### src/rtl/clkdiv_pkg.sv
package clkdiv_pkg;
   localparam int REG_W   = 8;
   localparam int ADDR_W  = 3;
   localparam int N_PORTS = 2;

   typedef logic [ADDR_W-1:0] reg_addr_t;

   localparam reg_addr_t ADDR_CTRL = reg_addr_t'(0);

   function automatic reg_addr_t mask_addr(input int p);
      return reg_addr_t'(1 + 2 * p);
   endfunction

   function automatic reg_addr_t value_addr(input int p);
      return reg_addr_t'(2 + 2 * p);
   endfunction
endpackage

### src/rtl/cds_sync.sv
module cds_sync #(
   parameter int          W       = 1,
   parameter int          STAGES  = 2,
   parameter logic [W-1:0] RST_VAL = '0
) (
   input  logic         clk,
   input  logic         rst_n,
   input  logic [W-1:0] d,
   output logic [W-1:0] q
);
   if (STAGES < 2) begin : g_bad_stages
      $error("cds_sync: STAGES must be at least 2");
   end

   logic [STAGES-1:0][W-1:0] stg;

   always_ff @(posedge clk) begin
      if (!rst_n) begin
         for (int i = 0; i < STAGES; i++) stg[i] <= RST_VAL;
      end else begin
         stg[0] <= d;
         for (int i = 1; i < STAGES; i++) stg[i] <= stg[i-1];
      end
   end

   assign q = stg[STAGES-1];
endmodule

### src/rtl/cds_divider.sv
module cds_divider #(
   parameter int SEL_W = 3
) (
   input  logic             clk,
   input  logic             rst_n,
   input  logic             run,
   input  logic [SEL_W-1:0] sel_req,
   output logic             clk_en,
   output logic [SEL_W-1:0] sel_act,
   output logic [(2**SEL_W)-2:0] div_cnt
);
   localparam int               CNT_W    = (2**SEL_W) - 1;
   localparam logic [SEL_W-1:0] MAXSEL_V = SEL_W'(CNT_W);
   localparam logic [CNT_W-1:0] CNT_MAX  = '1;

   logic [CNT_W-1:0] cnt_q;
   logic [SEL_W-1:0] sel_q;
   logic [CNT_W-1:0] term;
   logic             at_term;

   // terminal count is 2^sel - 1: all ones shifted down
   assign term    = CNT_MAX >> (MAXSEL_V - sel_q);
   assign at_term = (cnt_q == term);
   assign clk_en  = run & at_term;

   always_ff @(posedge clk) begin
      if (!rst_n) begin
         cnt_q <= '0;
         sel_q <= MAXSEL_V;
      end else if (run) begin
         if (at_term) begin
            cnt_q <= '0;
            sel_q <= sel_req;
         end else begin
            cnt_q <= cnt_q + 1'b1;
         end
      end
   end

   assign sel_act = sel_q;
   assign div_cnt = cnt_q;
endmodule

### src/rtl/cds_regs.sv
module cds_regs
   import clkdiv_pkg::*;
#(
   parameter int SEL_W    = 3,
   parameter int PORT_W   = 8,
   parameter int SUSP_BIT = 5
) (
   input  logic                             clk,
   input  logic                             rst_n,
   input  logic                             wr_en,
   input  reg_addr_t                        wr_addr,
   input  logic [REG_W-1:0]                 wr_data,
   input  reg_addr_t                        rd_addr,
   output logic [REG_W-1:0]                 rd_data,
   input  logic                             wake,
   output logic [SEL_W-1:0]                 sel,
   output logic                             susp,
   output logic [N_PORTS-1:0][PORT_W-1:0]   mask,
   output logic [N_PORTS-1:0][PORT_W-1:0]   value
);
   localparam logic [SEL_W-1:0] SEL_RST = '1;

   logic ctrl_wr;
   assign ctrl_wr = wr_en && (wr_addr == ADDR_CTRL);

   always_ff @(posedge clk) begin
      if (!rst_n) begin
         sel  <= SEL_RST;
         susp <= 1'b0;
      end else if (ctrl_wr) begin
         sel  <= wr_data[SEL_W-1:0];
         susp <= wr_data[SUSP_BIT];
      end else if (susp && wake) begin
         susp <= 1'b0;
      end
   end

   for (genvar p = 0; p < N_PORTS; p++) begin : g_port_regs
      always_ff @(posedge clk) begin
         if (!rst_n) begin
            mask[p]  <= '0;
            value[p] <= '0;
         end else if (wr_en) begin
            if (wr_addr == mask_addr(p))  mask[p]  <= wr_data[PORT_W-1:0];
            if (wr_addr == value_addr(p)) value[p] <= wr_data[PORT_W-1:0];
         end
      end
   end

   always_comb begin
      rd_data = '0;
      if (rd_addr == ADDR_CTRL) begin
         rd_data[SEL_W-1:0] = sel;
         rd_data[SUSP_BIT]  = susp;
      end
      for (int p = 0; p < N_PORTS; p++) begin
         if (rd_addr == mask_addr(p))  rd_data[PORT_W-1:0] = mask[p];
         if (rd_addr == value_addr(p)) rd_data[PORT_W-1:0] = value[p];
      end
   end
endmodule

### src/rtl/clkdiv_suspend_ctl.sv
module clkdiv_suspend_ctl
   import clkdiv_pkg::*;
#(
   parameter int SEL_W       = 3,
   parameter int PORT_W      = 8,
   parameter int SYNC_STAGES = 2,
   parameter int SUSP_BIT    = 5
) (
   input  logic                clk,
   input  logic                rst_n,
   input  logic                wr_en,
   input  logic [ADDR_W-1:0]   wr_addr,
   input  logic [REG_W-1:0]    wr_data,
   input  logic [ADDR_W-1:0]   rd_addr,
   output logic [REG_W-1:0]    rd_data,
   input  logic [PORT_W-1:0]   p0_pins,
   input  logic [PORT_W-1:0]   p1_pins,
   input  logic                cmp0_en,
   input  logic                cmp0_out,
   output logic                clk_en,
   output logic                suspended
);
   localparam int CNT_W  = (2**SEL_W) - 1;
   localparam int SYNC_W = N_PORTS * PORT_W + 2;
   // comparator output resets high so reset never looks like a wake
   localparam logic [SYNC_W-1:0] SYNC_RST = {1'b1, {(SYNC_W-1){1'b0}}};

   if (SEL_W < 1 || SEL_W > 4) begin : g_bad_sel
      $error("clkdiv_suspend_ctl: SEL_W out of range");
   end
   if (PORT_W < 1 || PORT_W > REG_W) begin : g_bad_port
      $error("clkdiv_suspend_ctl: PORT_W must fit a register");
   end
   if (SUSP_BIT < SEL_W || SUSP_BIT >= REG_W) begin : g_bad_susp
      $error("clkdiv_suspend_ctl: SUSP_BIT overlaps select or exceeds register");
   end

   logic [SEL_W-1:0]                sel_req;
   logic [SEL_W-1:0]                sel_act;
   logic [CNT_W-1:0]                div_cnt;
   logic [N_PORTS-1:0][PORT_W-1:0]  mask;
   logic [N_PORTS-1:0][PORT_W-1:0]  value;
   logic [N_PORTS-1:0][PORT_W-1:0]  pins_s;
   logic [SYNC_W-1:0]               sync_d, sync_q;
   logic                            cmp_en_s, cmp_out_s;
   logic [N_PORTS-1:0]              port_hit;
   logic                            wake_any;

   assign sync_d = {cmp0_out, cmp0_en, p1_pins, p0_pins};

   cds_sync #(
      .W       (SYNC_W),
      .STAGES  (SYNC_STAGES),
      .RST_VAL (SYNC_RST)
   ) u_sync (
      .clk   (clk),
      .rst_n (rst_n),
      .d     (sync_d),
      .q     (sync_q)
   );

   assign cmp_out_s = sync_q[SYNC_W-1];
   assign cmp_en_s  = sync_q[SYNC_W-2];

   for (genvar p = 0; p < N_PORTS; p++) begin : g_match
      assign pins_s[p]   = sync_q[p*PORT_W +: PORT_W];
      assign port_hit[p] = |((pins_s[p] ^ value[p]) & mask[p]);
   end

   assign wake_any = (|port_hit) | (cmp_en_s & ~cmp_out_s);

   cds_regs #(
      .SEL_W    (SEL_W),
      .PORT_W   (PORT_W),
      .SUSP_BIT (SUSP_BIT)
   ) u_regs (
      .clk     (clk),
      .rst_n   (rst_n),
      .wr_en   (wr_en),
      .wr_addr (wr_addr),
      .wr_data (wr_data),
      .rd_addr (rd_addr),
      .rd_data (rd_data),
      .wake    (wake_any),
      .sel     (sel_req),
      .susp    (suspended),
      .mask    (mask),
      .value   (value)
   );

   cds_divider #(
      .SEL_W (SEL_W)
   ) u_div (
      .clk     (clk),
      .rst_n   (rst_n),
      .run     (~suspended),
      .sel_req (sel_req),
      .clk_en  (clk_en),
      .sel_act (sel_act),
      .div_cnt (div_cnt)
   );
endmodule

### config.mk
export PLATFORM = sky130hd
export DESIGN_NAME = clkdiv_suspend_ctl
export DESIGN_NICKNAME = d
export VERILOG_FILES = /design/src/rtl/clkdiv_pkg.sv /design/src/rtl/cds_sync.sv /design/src/rtl/cds_divider.sv /design/src/rtl/cds_regs.sv /design/src/rtl/clkdiv_suspend_ctl.sv
export SDC_FILE = /design/constraint.sdc
export NUM_CORES = 1
export LEC_CHECK = 0
export CELL_PAD_IN_SITES_DETAIL_PLACEMENT = 0
export CELL_PAD_IN_SITES_GLOBAL_PLACEMENT = 1
export CORE_MARGIN = 4
export CORE_UTILIZATION = 35
export DETAILED_ROUTE_END_ITERATION = 7
export HOLD_SLACK_MARGIN = 0.03
export PLACE_DENSITY = 0.73
export REMOVE_ABC_BUFFERS = 1
export SYNTH_ARGS = -nofsm -noshare
export SYNTH_HDL_FRONTEND = slang
export SYNTH_SLANG_ARGS = --single-unit
### constraint.sdc
create_clock -name clk -period 2.9 [get_ports clk]
set_clock_uncertainty 0.1 [all_clocks]
set_input_delay 0.29 -clock clk [delete_from_list [all_inputs] [get_ports clk]]
set_output_delay 0.29 -clock clk [all_outputs]
set_load 0.03 [all_outputs]
==> impl_metrics.csv, run 1 <==
group,metric,value,unit
run_status,outcome,"finished, final reports clean",
final_layout,mostFrequentLayoutCells,"82 x dfxtp_1, 72 x nand2_1, 35 x clkdlybuf4s50_1, 34 x and2_1, 25 x a21boi_1",
worst_setup_path,rrSetupSlack,1.03,ns
sta,maxSlewHeadroom,0.564,
worst_setup_path,required,2.51,ns
clock_network,cts.sinks,82,
global_route,grt_max_degree,77,
worst_setup_path,arrival,2.19,ns
drt,ant_nets,0,
clock_network,cts_setup_buffers,0,
power_and_ir_drop,ir_worst_vdd,0.269,mV
power_and_ir_drop,leakage,1.69,nW
place,gp_congestion,0.860,
run,max_cap_viol_count,0,
place,dp.final_hpwl,5740,µm
min_path,hold_end,"u_sync.q[17]",
sta,holdWs,0.314,ns
drt,first_iter_violations,206,
worst_setup_path,path_max_fanout,9,
synth,ys_seq_area_frac,0.479,
sta,tightest_slew,0.654,ns
sta,fin_tns_setup,0,ns
sta,period_needed,2.58,ns
final_layout,fin_cells,553,
synth,synthFlopType,"dfxtp_1",
clock_network,cts_made_buffers,9,
worst_setup_path,crit_top_cell,"clkdlybuf4s50_1",
clock_network,tritoncts,"done",
synth,synth_seq_cells,82,
synth,synth_cells,375,
synth,yosysWarningCount,0,
synth,synth_edf_count,0,
final_layout,syn_to_final_growth,23.3,%
worst_setup_path,r2r_cells,5,
worst_setup_path,critPathLaunchType,"primary input",
clock_network,cts-root-buf,"clkbuf_8",
die,rows,35,
power_and_ir_drop,power_density,544,nW/µm²
worst_setup_path,cpMaxStageDelayCell,"clkdlybuf4s50_1",
drt,drc,0,
sta,setup_viol,0,
drt,drt-vias-per-instance,4.87,
clock_network,clock_latency,0.35,ns
clock_network,hold_buffers,0,
die,design.core.area,9370,µm²
die,initial_core_util,0.366,
synth,syn_area,3430,µm²
place,dp.cells,537,
final_layout,layout_commonest_cell,"dfxtp_1",
worst_setup_path,crit_buf_inv,2,
sta,slew_violations,0,
final_layout,fillers,951,
power_and_ir_drop,design_power_total,2.30,mW
worst_setup_path,path_delay_family,"buffers and inverters",
min_path,min_from,"u_sync.stg[17]",
clock_network,ctsLongestPathBuffers,2,
global_route,grt_overflow_total,0,
sta,hold_viol,0,
sta,fmax,388,MHz
clock_network,post_cts_resized,0,
drt,drt-total-wl,8310,µm
die,io_pins,45,
clock_network,path_clk_slew,0.07,ns
global_route,grt_pass1_wl,13700,µm
global_route,grt_pass1_vias,2602,
synth,synth.distinct_cells,48,
die,die_area,11400,µm²
min_path,min_path_type,"flip-flop to flip-flop",
worst_setup_path,slowest_delay,0.72,ns
place,port_buffers,44,
min_path,hold_path_depth,1,
worst_setup_path,r2r-start,"u_div.sel_act[1]",
worst_setup_path,end_kind,"primary output",
die,die_h,107,µm
final_layout,layout.nets,455,
worst_setup_path,crit_chain,"clkdlybuf4s50_1 -> nor2b_1 -> a22oi_1 -> o22ai_1 -> clkdlybuf4s50_1",
global_route,antenna_found_initial,0,
synth,syn_avg_cell_area,9.14,µm²
final_layout,n_antenna_cell,0,
final_layout,drive_above_1_share,0.0920,
synth,async_reset_ff_frac,0,
clock_network,cts-htree-levels,3,
worst_setup_path,r2r_end,"u_div.sel_act[1]",
global_route,grt.total_usage,0.156,
drt,dr.pass1.iters,4,
drt,num_vias,2694,
worst_setup_path,criticalPathCategory,"primary input to primary output",
drt,wire_per_inst,15.0,µm
die,die_w,107,µm
sta,rsz0062_at_grt,"false",
sta,post-route-period-util,0.888,
[cells in the mapped netlist, types with 2 or more instances]
cell / count / area [µm²]
a21oi_1: 2 / 10.0
o22ai_1: 8 / 50.1
or4_1: 2 / 15.0
nand2_1: 72 / 270
inv_1: 7 / 26.3
nor2b_1: 7 / 43.8
a21boi_0: 7 / 52.6
nand3_1: 11 / 55.1
mux2i_1: 9 / 90.1
nand2b_1: 4 / 25.0
and3_1: 3 / 18.8
dfxtp_1: 82 / 1640
and2_1: 34 / 213
nor3_1: 2 / 10.0
a31oi_1: 4 / 25.0
clkbuf_1: 16 / 60.1
a22oi_1: 14 / 105
nor2_1: 15 / 56.3
xor2_1: 18 / 158
o211ai_1: 2 / 15.0
a21boi_1: 25 / 188
xnor2_1: 4 / 35.0
buf_1: 2 / 7.51
[power breakdown]
| group | switching (mW) | internal (mW) | leakage [nW] |
|---|---|---|---|
| sequential | 0.0266 | 1.16 | 0.671 |
| combinational | 0.0948 | 0.102 | 0.914 |
| clock | 0.402 | 0.509 | 0.103 |
[how the worst max path moves through the flow]
| stage | start | to | slack (ns) | depth (start not counted) |
|---|---|---|---|---|
| 6_report | rd_addr[1] | rd_data[2] | 0.32 | 5 |
| 5_1_grt | rd_addr[1] | rd_data[2] | 0.24 | 5 |
| 4_1_cts | u_div.sel_act[1] | clk_en | 0.04 | 5 |
| 3_5_place_dp | rd_addr[1] | rd_data[2] | 0.31 | 5 |
| 3_3_place_gp | rd_addr[1] | rd_data[2] | 0.32 | 5 |
| 2_1_floorplan | u_div.sel_act[1] | clk_en | 0.99 | 4 |
[layout make-up]
cell class / instances / area (µm²) / area share
clock buffer: 12 / 145 / 0.0343
clock inverter: 4 / 75.1 / 0.0178
inverter: 8 / 30.0 / 0.00710
multi-input combinational: 266 / 1680 / 0.398
sequential: 82 / 1640 / 0.388
tap: 129 / 161 / 0.0382
timing repair buffer: 52 / 493 / 0.117
[sequential cells by signal, indices dropped and copies added, names as in the netlist]
signal,count
u_div.sel_act,3
u_regs.value,16
u_regs.susp,1
u_regs.sel,3
u_sync.stg,18
u_sync.q,18
u_div.div_cnt,7
u_regs.mask,16
[worst reg2reg max path, cell delays in order (launching register included)]
cell and delay, ns:
dfxtp_1 0.50, nor2_2 0.08, a2111oi_4 0.35, a21oi_2 0.15, or4_1 0.51, o211ai_1 0.10
[stage by stage]
stage                     worst slack, ns   util  cell area, µm²
final                               0.325  0.451            4230
after global routing                0.239  0.451            4230
after CTS                          0.0415  0.451            4220
after detailed placement            0.311  0.427            4000
after global placement              0.317  0.427            4000
after floorplan                     0.992      -            3350
[routing by layer]
layer  vias up  share of wire  track usage
li1       1363              -            -
met1      1252           0.47        0.212
met2        71           0.46        0.237
met3         8          0.065       0.0476
met4         0          0.012       0.0466
met5         -              0            0
[cell families (layout without fill, tap and decap cells)]
family | Yosys count | count (layout) | share of synthesized area
AND/OR/NAND/NOR | 157 | 157 | 0.222
flip-flops | 82 | 82 | 0.479
AO/OA/AOI/OAI | 77 | 77 | 0.182
buffers and inverters | 27 | 76 | 0.0307
XOR/XNOR | 22 | 22 | 0.0562
multiplexers | 9 | 9 | 0.0263
adder cells (fa/ha/maj) | 1 | 1 | 0.00365
No activity file was read; power rests on OpenSTA's default activity.
==> run 2, diff against run 1 <==
- CORE_MARGIN: 4 -> default
==> run 2 against run 1 <==
Non-clock buffer count shrank 1. Sequential share of layout area increased by 0.51 points. Sequential cell count unchanged. First-iteration DRC count fell by 39%. Hold slack better by 0.013 ns. Setup slack improved by 0.016 ns. Die area shrank 11%. Sequential power about the same. Cell area shrank 1.3%. Total power shrank 4.9%.
==> impl_metrics.csv, run 2 (synthesized netlist as in run 1, its figures left out) <==
group,metric,value,unit
worst_setup_path,path_depth,5,
die,die_h,101,µm
place,dp.final_hpwl,5550,µm
sta,holdWs,0.326,ns
final_layout,layout.nets,454,
die,die_w,101,µm
final_layout,layout_commonest_cell,"dfxtp_1",
worst_setup_path,rrSetupSlack,1.06,ns
power_and_ir_drop,p_int,1.66,mW
min_path,min_path_type,"flip-flop to flip-flop",
clock_network,cts_made_buffers,9,
die,rows,35,
global_route,grt_pass1_vias,2554,
place,dp_slack,0.368,ns
global_route,grt_overflow_total,0,
sta,maxSlewHeadroom,0.580,
worst_setup_path,criticalPathCategory,"primary input to primary output",
power_and_ir_drop,ir_worst_vdd,0.245,mV
clock_network,clock_latency,0.35,ns
sta,fmax,391,MHz
clock_network,cts-htree-levels,3,
min_path,min_from,"u_sync.stg[17]",
drt,wire_per_inst,14.7,µm
power_and_ir_drop,clkPwrFrac,0.366,
final_layout,n_antenna_cell,0,
min_path,hold_end,"u_sync.q[17]",
power_and_ir_drop,combPwrFrac,0.089,
clock_network,path_clk_slew,0.07,ns
global_route,grt_max_degree,77,
worst_setup_path,r2r_cells,5,
global_route,antenna_found_initial,0,
worst_setup_path,path_delay_family,"buffers and inverters",
worst_setup_path,crit_chain,"clkdlybuf4s50_1 -> nor2b_1 -> a22oi_1 -> o22ai_1 -> clkdlybuf4s50_1",
die,io_pins,45,
worst_setup_path,r2r_end,"u_div.sel_act[1]",
sta,setup_viol,0,
sta,hold_viol,0,
die,design.core.area,9370,µm²
final_layout,final_core_util,0.445,
worst_setup_path,arrival,2.17,ns
drt,drt-vias-per-instance,4.89,
sta,post-route-period-util,0.883,
final_layout,syn_to_final_growth,21.7,%
place,port_buffers,44,
sta,worst_slack,0.341,ns
sta,tightest_slew,0.631,ns
power_and_ir_drop,p_sw,0.528,mW
final_layout,drive_above_1_share,0.0922,
worst_setup_path,cpMaxStageDelayCell,"clkdlybuf4s50_1",
power_and_ir_drop,leakage,1.67,nW
run_status,outcome,"finished, final reports clean",
clock_network,cts-root-buf,"clkbuf_8",
die,initial_core_util,0.366,
worst_setup_path,crit_buf_inv,2,
sta,slew_violations,0,
global_route,grt_pass1_wl,13100,µm
power_and_ir_drop,p_sw_frac,0.242,
min_path,hold_path_depth,1,
drt,dr.pass1.iters,5,
worst_setup_path,end_kind,"primary output",
clock_network,ctsLongestPathBuffers,2,
die,die_area,10200,µm²
power_and_ir_drop,power_frac_seq,0.545,
drt,drt-total-wl,8100,µm
drt,ant_nets,0,
worst_setup_path,critPathLaunchType,"primary input",
sta,period_needed,2.56,ns
worst_setup_path,path_max_fanout,9,
clock_network,tritoncts,"done",
drt,drc,0,
worst_setup_path,required,2.51,ns
worst_setup_path,r2r-start,"u_div.sel_act[1]",
sta,rsz0062_at_grt,"false",
drt,num_vias,2701,
place,gp_congestion,0.852,
sta,fin_tns_setup,0,ns
clock_network,cts.sinks,82,
drt,first_iter_violations,126,
worst_setup_path,crit_top_cell,"clkdlybuf4s50_1",
final_layout,mostFrequentLayoutCells,"82 x dfxtp_1, 72 x nand2_1, 35 x clkdlybuf4s50_1, 34 x and2_1, 25 x a21boi_1",
worst_setup_path,slowest_delay,0.72,ns
power_and_ir_drop,power_density,524,nW/µm²
run,max_cap_viol_count,0,
global_route,grt.total_usage,0.171,
run 2: changes by cell type in the layout (fill, tap and decap cells not counted):
cell / change
clkinv_2: +4
clkbuf_1: -1
clkbuf_8: -1
buf_12: -1
bufinv_16: -1
clkinvlp_4: -1
run 2: routing by layer:
metal  vias to the layer above  GRT usage  share of wire
met5                         -          0              0
met4                         0      0.103          0.032
met3                        18     0.0284          0.053
met2                        78      0.252           0.43
met1                      1249      0.233           0.49
li1                       1356          -              -
run 2: worst max-delay path by stage:
stage | start | to | slack, ns
after global placement | rd_addr[2] | rd_data[2] | 0.35
after global routing | rd_addr[2] | rd_data[2] | 0.29
after floorplan | u_div.sel_act[1] | clk_en | 0.99
final | rd_addr[2] | rd_data[2] | 0.34
after CTS | u_div.sel_act[1] | clk_en | 0.08
after detailed placement | rd_addr[2] | rd_data[2] | 0.37
run 2: cell type report:
cell class,count,area [µm²]
Inverter,8,30.0
Tap cell,129,161
Timing Repair Buffer,51,473
Clock buffer,10,128
Multi-Input combinational cell,266,1680
Clock inverter,6,57.6
Fill cell,968,5200
Sequential cell,82,1640
run 2: what timing repair did:
| action | 4_1_cts | 5_1_grt |
|---|---|---|
| hold buffers | 0 | 0 |
| endpoints found under the setup margin | 0 | 1 |
| setup buffers | 0 | 0 |
| gates resized for setup | 0 | 1 |
run 2: per-stage QoR:
| stage | total power, mW | instances | area, µm² |
|---|---|---|---|
| 2_1_floorplan | 1.30 | 356 | 3350 |
| 3_3_place_gp | 1.41 | 536 | 3980 |
| 3_5_place_dp | 1.41 | 536 | 3980 |
| 4_1_cts | 2.21 | 552 | 4170 |
| 5_1_grt | 2.28 | 552 | 4170 |
| 6_report | 2.18 | 552 | 4170 |
run 2: power by group through the flow:
stage / Combinational [mW] / Sequential, mW / Clock (mW)
3_5_place_dp: 0.194 / 1.22 / 0
5_1_grt: 0.214 / 1.20 / 0.876
6_report: 0.194 / 1.19 / 0.800
4_1_cts: 0.195 / 1.19 / 0.819
3_3_place_gp: 0.192 / 1.22 / 0
2_1_floorplan: 0.0876 / 1.21 / 0
